## config.mk

```make
export PLATFORM = sky130hd
export DESIGN_NAME = temp_limit_mon
export DESIGN_NICKNAME = d
export VERILOG_FILES = /design/src/rtl/tlm_pkg.sv /design/src/rtl/tlm_regfile.sv /design/src/rtl/tlm_chan_cmp.sv /design/src/rtl/tlm_passive.sv /design/src/rtl/temp_limit_mon.sv
export SDC_FILE = /design/constraint.sdc
export NUM_CORES = 1
export LEC_CHECK = 0
export BUFFER_PORTS_ARGS = -buffer_cell sky130_fd_sc_hd__clkbuf_2
export CAP_MARGIN = 0
export CELL_PAD_IN_SITES_DETAIL_PLACEMENT = 0
export CELL_PAD_IN_SITES_GLOBAL_PLACEMENT = 1
export CORE_ASPECT_RATIO = 1.5
export CORE_MARGIN = 2
export CORE_UTILIZATION = 45
export DETAILED_ROUTE_END_ITERATION = 8
export PLACE_DENSITY_LB_ADDON = 0.2
export SYNTH_ARGS = -nofsm -noshare
export SYNTH_HDL_FRONTEND = slang
export SYNTH_SLANG_ARGS = --single-unit
```

## constraint.sdc

```tcl
create_clock -name clk -period 2.4 [get_ports clk]
set_input_delay 0.12 -clock clk [delete_from_list [all_inputs] [get_ports clk]]
set_output_delay 0.12 -clock clk [all_outputs]
set_load 0.03 [all_outputs]
```

## src/rtl/tlm_pkg.sv

```systemverilog
package tlm_pkg;

    localparam int TEMP_W = 11;
    localparam int LIM_W  = 8;
    localparam int FRAC_W = TEMP_W - LIM_W;
    localparam int PSV_W  = 6;
    localparam int ADDR_W = 8;
    localparam int NUM_LIM = 8;
    localparam int NUM_CH  = 2;

    localparam logic [ADDR_W-1:0] PSV_ADDR = 8'h1C;

    typedef enum logic [2:0] {
        LIM_LHI = 3'd0,
        LIM_LLO = 3'd1,
        LIM_LTH = 3'd2,
        LIM_RHI = 3'd3,
        LIM_RLO = 3'd4,
        LIM_RTH = 3'd5,
        LIM_LCR = 3'd6,
        LIM_RCR = 3'd7
    } lim_sel_e;

    typedef struct packed {
        logic hi;
        logic lo;
        logic therm;
        logic crit;
    } chan_flags_t;

    typedef struct packed {
        logic [LIM_W-1:0] hi;
        logic [LIM_W-1:0] lo;
        logic [LIM_W-1:0] therm;
        logic [LIM_W-1:0] crit;
    } chan_limits_t;

    function automatic logic [ADDR_W-1:0] lim_addr(input int idx);
        case (idx)
            0:       return 8'h14;
            1:       return 8'h15;
            2:       return 8'h16;
            3:       return 8'h18;
            4:       return 8'h19;
            5:       return 8'h1A;
            6:       return 8'h1B;
            default: return 8'h1D;
        endcase
    endfunction

    function automatic logic [LIM_W-1:0] lim_reset(input int idx);
        case (idx)
            0:       return 8'h3C;
            1:       return 8'h00;
            2:       return 8'h46;
            3:       return 8'h50;
            4:       return 8'h00;
            5:       return 8'h64;
            6:       return 8'h50;
            default: return 8'h69;
        endcase
    endfunction

endpackage

```

## src/rtl/tlm_regfile.sv

```systemverilog
module tlm_regfile
    import tlm_pkg::*;
#(
    parameter int N_LIM = NUM_LIM,
    parameter int P_W   = PSV_W
) (
    input  logic                         clk,
    input  logic                         rst,
    input  logic                         wr_en,
    input  logic [ADDR_W-1:0]            addr,
    input  logic [LIM_W-1:0]             wr_data,
    output logic [LIM_W-1:0]             rd_data,
    output logic [N_LIM-1:0][LIM_W-1:0]  lim_q,
    output logic [P_W-1:0]               psv_q
);

    localparam int PAD_W = LIM_W - P_W;

    for (genvar g = 0; g < N_LIM; g++) begin : g_lim
        always_ff @(posedge clk) begin
            if (rst) begin
                lim_q[g] <= lim_reset(g);
            end else if (wr_en && (addr == lim_addr(g))) begin
                lim_q[g] <= wr_data;
            end
        end
    end

    always_ff @(posedge clk) begin
        if (rst) begin
            psv_q <= '0;
        end else if (wr_en && (addr == PSV_ADDR)) begin
            psv_q <= wr_data[P_W-1:0];
        end
    end

    always_comb begin
        rd_data = '0;
        for (int i = 0; i < N_LIM; i++) begin
            if (addr == lim_addr(i)) begin
                rd_data = lim_q[i];
            end
        end
        if (addr == PSV_ADDR) begin
            rd_data = {{PAD_W{1'b0}}, psv_q};
        end
    end

endmodule

```

## src/rtl/tlm_chan_cmp.sv

```systemverilog
module tlm_chan_cmp
    import tlm_pkg::*;
#(
    parameter int T_W = TEMP_W,
    parameter int L_W = LIM_W
) (
    input  logic           clk,
    input  logic           rst,
    input  logic [T_W-1:0] temp,
    input  chan_limits_t   lims,
    output chan_flags_t    flags_q
);

    localparam int F_W = T_W - L_W;

    logic signed [T_W-1:0] t_s;
    logic signed [T_W-1:0] hi_s, lo_s, th_s, cr_s;
    chan_flags_t           flags_d;

    always_comb begin
        t_s  = $signed(temp);
        hi_s = $signed({lims.hi,    {F_W{1'b0}}});
        lo_s = $signed({lims.lo,    {F_W{1'b0}}});
        th_s = $signed({lims.therm, {F_W{1'b0}}});
        cr_s = $signed({lims.crit,  {F_W{1'b0}}});
        flags_d.hi    = t_s > hi_s;
        flags_d.lo    = t_s < lo_s;
        flags_d.therm = t_s > th_s;
        flags_d.crit  = t_s > cr_s;
    end

    always_ff @(posedge clk) begin
        if (rst) begin
            flags_q <= '0;
        end else begin
            flags_q <= flags_d;
        end
    end

endmodule

```

## src/rtl/tlm_passive.sv

```systemverilog
module tlm_passive
    import tlm_pkg::*;
#(
    parameter int T_W = TEMP_W,
    parameter int P_W = PSV_W
) (
    input  logic           clk,
    input  logic           rst,
    input  logic [T_W-1:0] local_t,
    input  logic [T_W-1:0] remote_t,
    input  logic           use_remote,
    input  logic [P_W-1:0] psv,
    output logic           force_q
);

    localparam int HI_PAD = T_W - P_W - FRAC_W;

    logic signed [T_W-1:0] act_s;
    logic signed [T_W-1:0] thr_s;

    always_comb begin
        act_s = use_remote ? $signed(remote_t) : $signed(local_t);
        thr_s = $signed({{HI_PAD{1'b0}}, psv, {FRAC_W{1'b0}}});
    end

    always_ff @(posedge clk) begin
        if (rst) begin
            force_q <= 1'b0;
        end else begin
            force_q <= (act_s <= thr_s);
        end
    end

endmodule

```

## src/rtl/temp_limit_mon.sv

```systemverilog
module temp_limit_mon
    import tlm_pkg::*;
(
    input  logic              clk,
    input  logic              rst,
    input  logic              cfg_wr_en,
    input  logic [ADDR_W-1:0] cfg_addr,
    input  logic [LIM_W-1:0]  cfg_wr_data,
    output logic [LIM_W-1:0]  cfg_rd_data,
    input  logic [TEMP_W-1:0] local_temp,
    input  logic [TEMP_W-1:0] remote_temp,
    input  logic              fan_src_remote,
    output logic              local_high,
    output logic              local_low,
    output logic              local_therm,
    output logic              local_crit,
    output logic              remote_high,
    output logic              remote_low,
    output logic              remote_therm,
    output logic              remote_crit,
    output logic              fan_force_zero
);

    logic [NUM_LIM-1:0][LIM_W-1:0] lim_q;
    logic [PSV_W-1:0]              psv_q;
    chan_limits_t                  ch_lims [NUM_CH];
    chan_flags_t                   ch_flags [NUM_CH];
    logic [TEMP_W-1:0]             ch_temp [NUM_CH];

    tlm_regfile #(.N_LIM(NUM_LIM), .P_W(PSV_W)) regs_i (
        .clk     (clk),
        .rst     (rst),
        .wr_en   (cfg_wr_en),
        .addr    (cfg_addr),
        .wr_data (cfg_wr_data),
        .rd_data (cfg_rd_data),
        .lim_q   (lim_q),
        .psv_q   (psv_q)
    );

    always_comb begin
        ch_temp[0]       = local_temp;
        ch_temp[1]       = remote_temp;
        ch_lims[0].hi    = lim_q[LIM_LHI];
        ch_lims[0].lo    = lim_q[LIM_LLO];
        ch_lims[0].therm = lim_q[LIM_LTH];
        ch_lims[0].crit  = lim_q[LIM_LCR];
        ch_lims[1].hi    = lim_q[LIM_RHI];
        ch_lims[1].lo    = lim_q[LIM_RLO];
        ch_lims[1].therm = lim_q[LIM_RTH];
        ch_lims[1].crit  = lim_q[LIM_RCR];
    end

    for (genvar c = 0; c < NUM_CH; c++) begin : g_ch
        tlm_chan_cmp #(.T_W(TEMP_W), .L_W(LIM_W)) cmp_i (
            .clk     (clk),
            .rst     (rst),
            .temp    (ch_temp[c]),
            .lims    (ch_lims[c]),
            .flags_q (ch_flags[c])
        );
    end

    tlm_passive #(.T_W(TEMP_W), .P_W(PSV_W)) psv_i (
        .clk        (clk),
        .rst        (rst),
        .local_t    (local_temp),
        .remote_t   (remote_temp),
        .use_remote (fan_src_remote),
        .psv        (psv_q),
        .force_q    (fan_force_zero)
    );

    assign local_high   = ch_flags[0].hi;
    assign local_low    = ch_flags[0].lo;
    assign local_therm  = ch_flags[0].therm;
    assign local_crit   = ch_flags[0].crit;
    assign remote_high  = ch_flags[1].hi;
    assign remote_low   = ch_flags[1].lo;
    assign remote_therm = ch_flags[1].therm;
    assign remote_crit  = ch_flags[1].crit;

endmodule

```

* Word-level counts from Yosys, hierarchy flattened
Cells that the tools add are included.
Cells by class: $add $sub $neg 0, bitwise gates (word level) 0, reductions and logical operators 9, $lt $le $gt $ge 9, mux-type cells 10, multiply operators 0, shift operators 0, equal/unequal tests 9, div/mod/pow operators 0
Operator list (count):
- $eq A8 B5 Y1 const B | 9
- $mux W8 | 9
- $gt A11 B11 Y1 | 6
- $lt A11 B11 Y1 | 2
- $le A11 B10 Y1 | 1
- $mux W11 | 1
- $logic_and A1 B1 Y1 | 9
Storage, ports and cells: register bits 79, logic and storage cells 55, output and inout bits 17, memory bits (writable) 0, input bits 42, bits in read-only memories 0, memories kept 0, bits in latches 0

* Longest topological paths before layout
depth in word-level cells 10, depth in mapped cells 8, depth with buffers taken out 7

* Cells and area by module
A second synthesis with hierarchy kept.
Second synthesis, totals: cells, all modules 643, area, all modules 5624.1 sq um
By module, submodules not included:
- tlm_regfile | area an instance 3520.9 sq um, cells an instance 382, instances 1, seq. area each 1401.3 sq um
- tlm_chan_cmp | area an instance 888.4 sq um, cells an instance 113, instances 2, seq. area each 80.1 sq um
- tlm_passive | area an instance 326.6 sq um, cells an instance 35, instances 1, seq. area each 20.0 sq um

* Least setup slack after synthesis
OpenSTA, ideal clock, no wires.
kind in2out, from input cfg_addr[7], to output cfg_rd_data[0], path buffers 0, cell stages on the path 5, arrival 1.749 ns, required time 2.280 ns, slack 0.531 ns, cells stage by stage nor4b_4 -> nand2_1 -> a21oi_1 -> a22oi_1 -> o21ai_0
On the way: word-level cells in the longest chain between the ends 10, elaborated cells between the ends (all ways) 18, those cells by class eq/ne: 9; mux: 9
RTL lines:
- start: declaration | line temp_limit_mon.sv:7 | input logic [ADDR_W-1:0] cfg_addr,
- $eq A8 B5 Y1 | line tlm_regfile.sv:40 | if (addr == lim_addr(i)) begin
- $mux W8 (8 in a row) | line tlm_regfile.sv:40
- $mux W8 * | line tlm_regfile.sv:44 | if (addr == PSV_ADDR) begin
- end: declaration | line temp_limit_mon.sv:9 | output logic [LIM_W-1:0] cfg_rd_data,
Mark *: on every way between the ends. The rest lies on a longest branch, timed or not.

* Final worst setup path
from input cfg_addr[7], to output cfg_rd_data[4]
The elaborated chain is that of the path after synthesis.

==> results.sh <==
export IMPL_status="completed"
export IMPL_syn_area_um2=5405
export IMPL_min_from="cfg_wr_data[6]"
export IMPL_max_cap_violations=0
export IMPL_dp_hpwl_um=13550
export IMPL_drt_first_pass_iters=5
export IMPL_cts_made_buffers=9
export IMPL_arrival_ns=1.91
export IMPL_fin_worst_skew_ns=0.008305
export IMPL_ys_flop_type="dfxtp_1"
export IMPL_path_class="in2out"
export IMPL_start_kind="primary input"
export IMPL_power_density_nw_per_um2=506.4
export IMPL_period_minus_slack_ns=2.027
export IMPL_grt_pass1_vias=4831
export IMPL_rows=49
export IMPL_n_antenna_cell=0
export IMPL_viasPerCell=5.878
export IMPL_antenna_found_initial=0
export IMPL_synth_edf_count=0
export IMPL_crit_path_end_kind="primary output"
export IMPL_die_width_um=93.49
export IMPL_critPathRequiredTime_ns=2.28
export IMPL_async_flop_share_pct=0
export IMPL_synth_common_cells="79 x dfxtp_1, 75 x inv_1, 68 x ha_1"
export IMPL_portBuffers=58
export IMPL_die_area_um2=12920
export IMPL_post_synth_top_count_cell="dfxtp_1"
export IMPL_drc_errors=0
export IMPL_vdd_drop_max_mv=0.3183
export IMPL_synth_area_leaders="dfxtp_1 29%, ha_1 16%, mux2i_1 7.8%"
export IMPL_synth_avg_cell_area_um2=8.165
export IMPL_rsz0062_at_grt="false"
export IMPL_rr_startpoint="regs_i.lim_q[63]"
export IMPL_final_hold_violation_count=0
export IMPL_crit_start="cfg_addr[7]"
export IMPL_p_leak_nw=2.776
export IMPL_tightestPinTransition_ns=0.7019
export IMPL_seq_area_frac_synth_pct=29.26
export IMPL_synthCells=662
export IMPL_coreArea_um2=11830
export IMPL_yosysWarnings=0
export IMPL_ys_seq_elements=79
export IMPL_drtIter0Drc=289
export IMPL_grt_pass1_wl_um=26610
export IMPL_wire_per_inst_um=19.82
export IMPL_setup_viol_count_final=0
export IMPL_slew_headroom_pct=53.21
export IMPL_drive_above_1_share_pct=14.27
export IMPL_htreeDepth=3
export IMPL_min_path_type="in2reg"
export IMPL_hold_buffers=0
export IMPL_yosysTopAreaCellShare_pct=29.26
export IMPL_grt_use_total_pct=27.29
export IMPL_tritoncts="built"
export IMPL_yosysTopAreaCell="dfxtp_1"
export IMPL_grt_overflow_total=0
export IMPL_area_delta_synth_final_pct=13.10
export IMPL_start_util_pct=45.68
export IMPL_fillCellCount=1181
export IMPL_clock_sinks=79
export IMPL_clock_fmax_ghz=0.4933
export IMPL_wl_um=17200
export IMPL_finalCritPeriodShare_pct=84.46
export IMPL_final_util_pct=51.67
export IMPL_grt_max_degree=30
export IMPL_cts_setup_buffers=0
export IMPL_syn_nets=772
export IMPL_insertion_delay_ns=0.35
export IMPL_fin_setup_tns_ns=0
export IMPL_pin_count=59
export IMPL_fp_dieH_um=138.2
export IMPL_final_nets=820
export IMPL_cts_resized=0
export IMPL_worst_path_max_fanout=7
export IMPL_gp_congestion=0.9585
export IMPL_clockBufferDepth=2
export IMPL_clk_pin_slew_ns=0.06
export IMPL_postRouteAntennaNets=0
export IMPL_synth_cell_type_count=54
export IMPL_cts_root_buf="clkbuf_16"
export IMPL_maxSlewViolCount=0
export IMPL_vias=5102
-- worst max-delay path, cell delays in order --
cell and delay, ns:
clkbuf_2 0.10, nor4b_4 0.42, nand2_1 0.23, a21oi_1 0.37, a22oi_1 0.16, o21ai_0 0.25
clkbuf_2 0.25
-- cells in the final DEF (no fill, tap or decap), types with 3 or more instances in the layout --
master,count
a32oi_1,4
nor2_1,60
clkbuf_2,58
a21oi_1,36
buf_4,11
nand2_1,53
o21a_1,10
nor2b_1,12
nand2b_1,16
dfxtp_1,79
a21o_1,4
o21ai_0,20
nor3_1,9
a31oi_1,3
mux2i_1,42
nand3_1,31
inv_1,75
clkbuf_16,9
nand4_1,13
o211ai_1,8
or3_1,3
a211o_1,13
a22oi_1,8
ha_1,68
o22ai_1,16
a211oi_1,3
mux2_2,7
-- area by class of cell --
type / instances / area (um2) / area share [%]
Clock inverter: 5 / 33.78 / 0.5526
Sequential cell: 79 / 1582 / 25.87
Clock buffer: 11 / 242.7 / 3.971
Multi-Input combinational cell: 474 / 3369 / 55.12
Timing Repair Buffer: 71 / 412.9 / 6.754
Tap cell: 153 / 191.4 / 3.131
Inverter: 75 / 281.5 / 4.605
-- power breakdown --
group	internal [mW]	switching [mW]	total (mW)
registers	1.32	0.00444	1.33
clock network	0.727	0.569	1.30
logic	0.171	0.300	0.471
-- routing by layer --
layer | track usage (%) | vias to the layer above | routed length, um
li1 | - | 2434 | -
met1 | 33.14 | 2425 | 6982
met2 | 45.78 | 197 | 8371
met3 | 3.869 | 46 | 935
met4 | 14.94 | 0 | 914
met5 | 0 | - | 0
-- registers in the layout, summed over array words and instances, names as in the netlist --
| name | cells |
|---|---|
| psv_i.force_q | 1 |
| regs_i.psv_q | 6 |
| g_ch.cmp_i.flags_q | 8 |
| regs_i.lim_q | 64 |
-- final timing paths --
path / end / slack, ns / cells after the start
worst max-delay path: cfg_rd_data[4] / 0.37 / 7
worst min-delay path: regs_i.lim_q[38] / 0.16 / 3
worst max register to register: g_ch[1].cmp_i.flags_q[0] / 0.57 / 7
worst min register to register: regs_i.lim_q[39] / 0.46 / 2
-- cell families (layout without fill, tap and decap cells) --
logic type / after synthesis / count (layout) / share of synthesized area, %
flip-flops: 79 / 79 / 29.26
multiplexers: 49 / 49 / 9.236
buffers and inverters: 109 / 162 / 8.403
adder cells (fa/ha/maj): 68 / 68 / 15.74
AND/OR/NAND/NOR: 215 / 215 / 19.88
AO/OA/AOI/OAI: 142 / 142 / 17.48
-- through the flow --
stage               cell area, um2  worst slack [ns]  total power, mW  hold WS (ns)  instances
finish                        6113            0.3729            3.096        0.1635        868
global route                  6113            0.2738            3.200        0.1583        868
CTS                           6113            0.4250            3.104        0.1406        868
detailed placement            5837            0.4116            1.825        0.4547        852
global placement              5837            0.4843            1.816        0.4437        852
floorplan                     5405            0.5310            1.637        0.2639        662
Note: power is estimated with default switching activity, not from simulation.
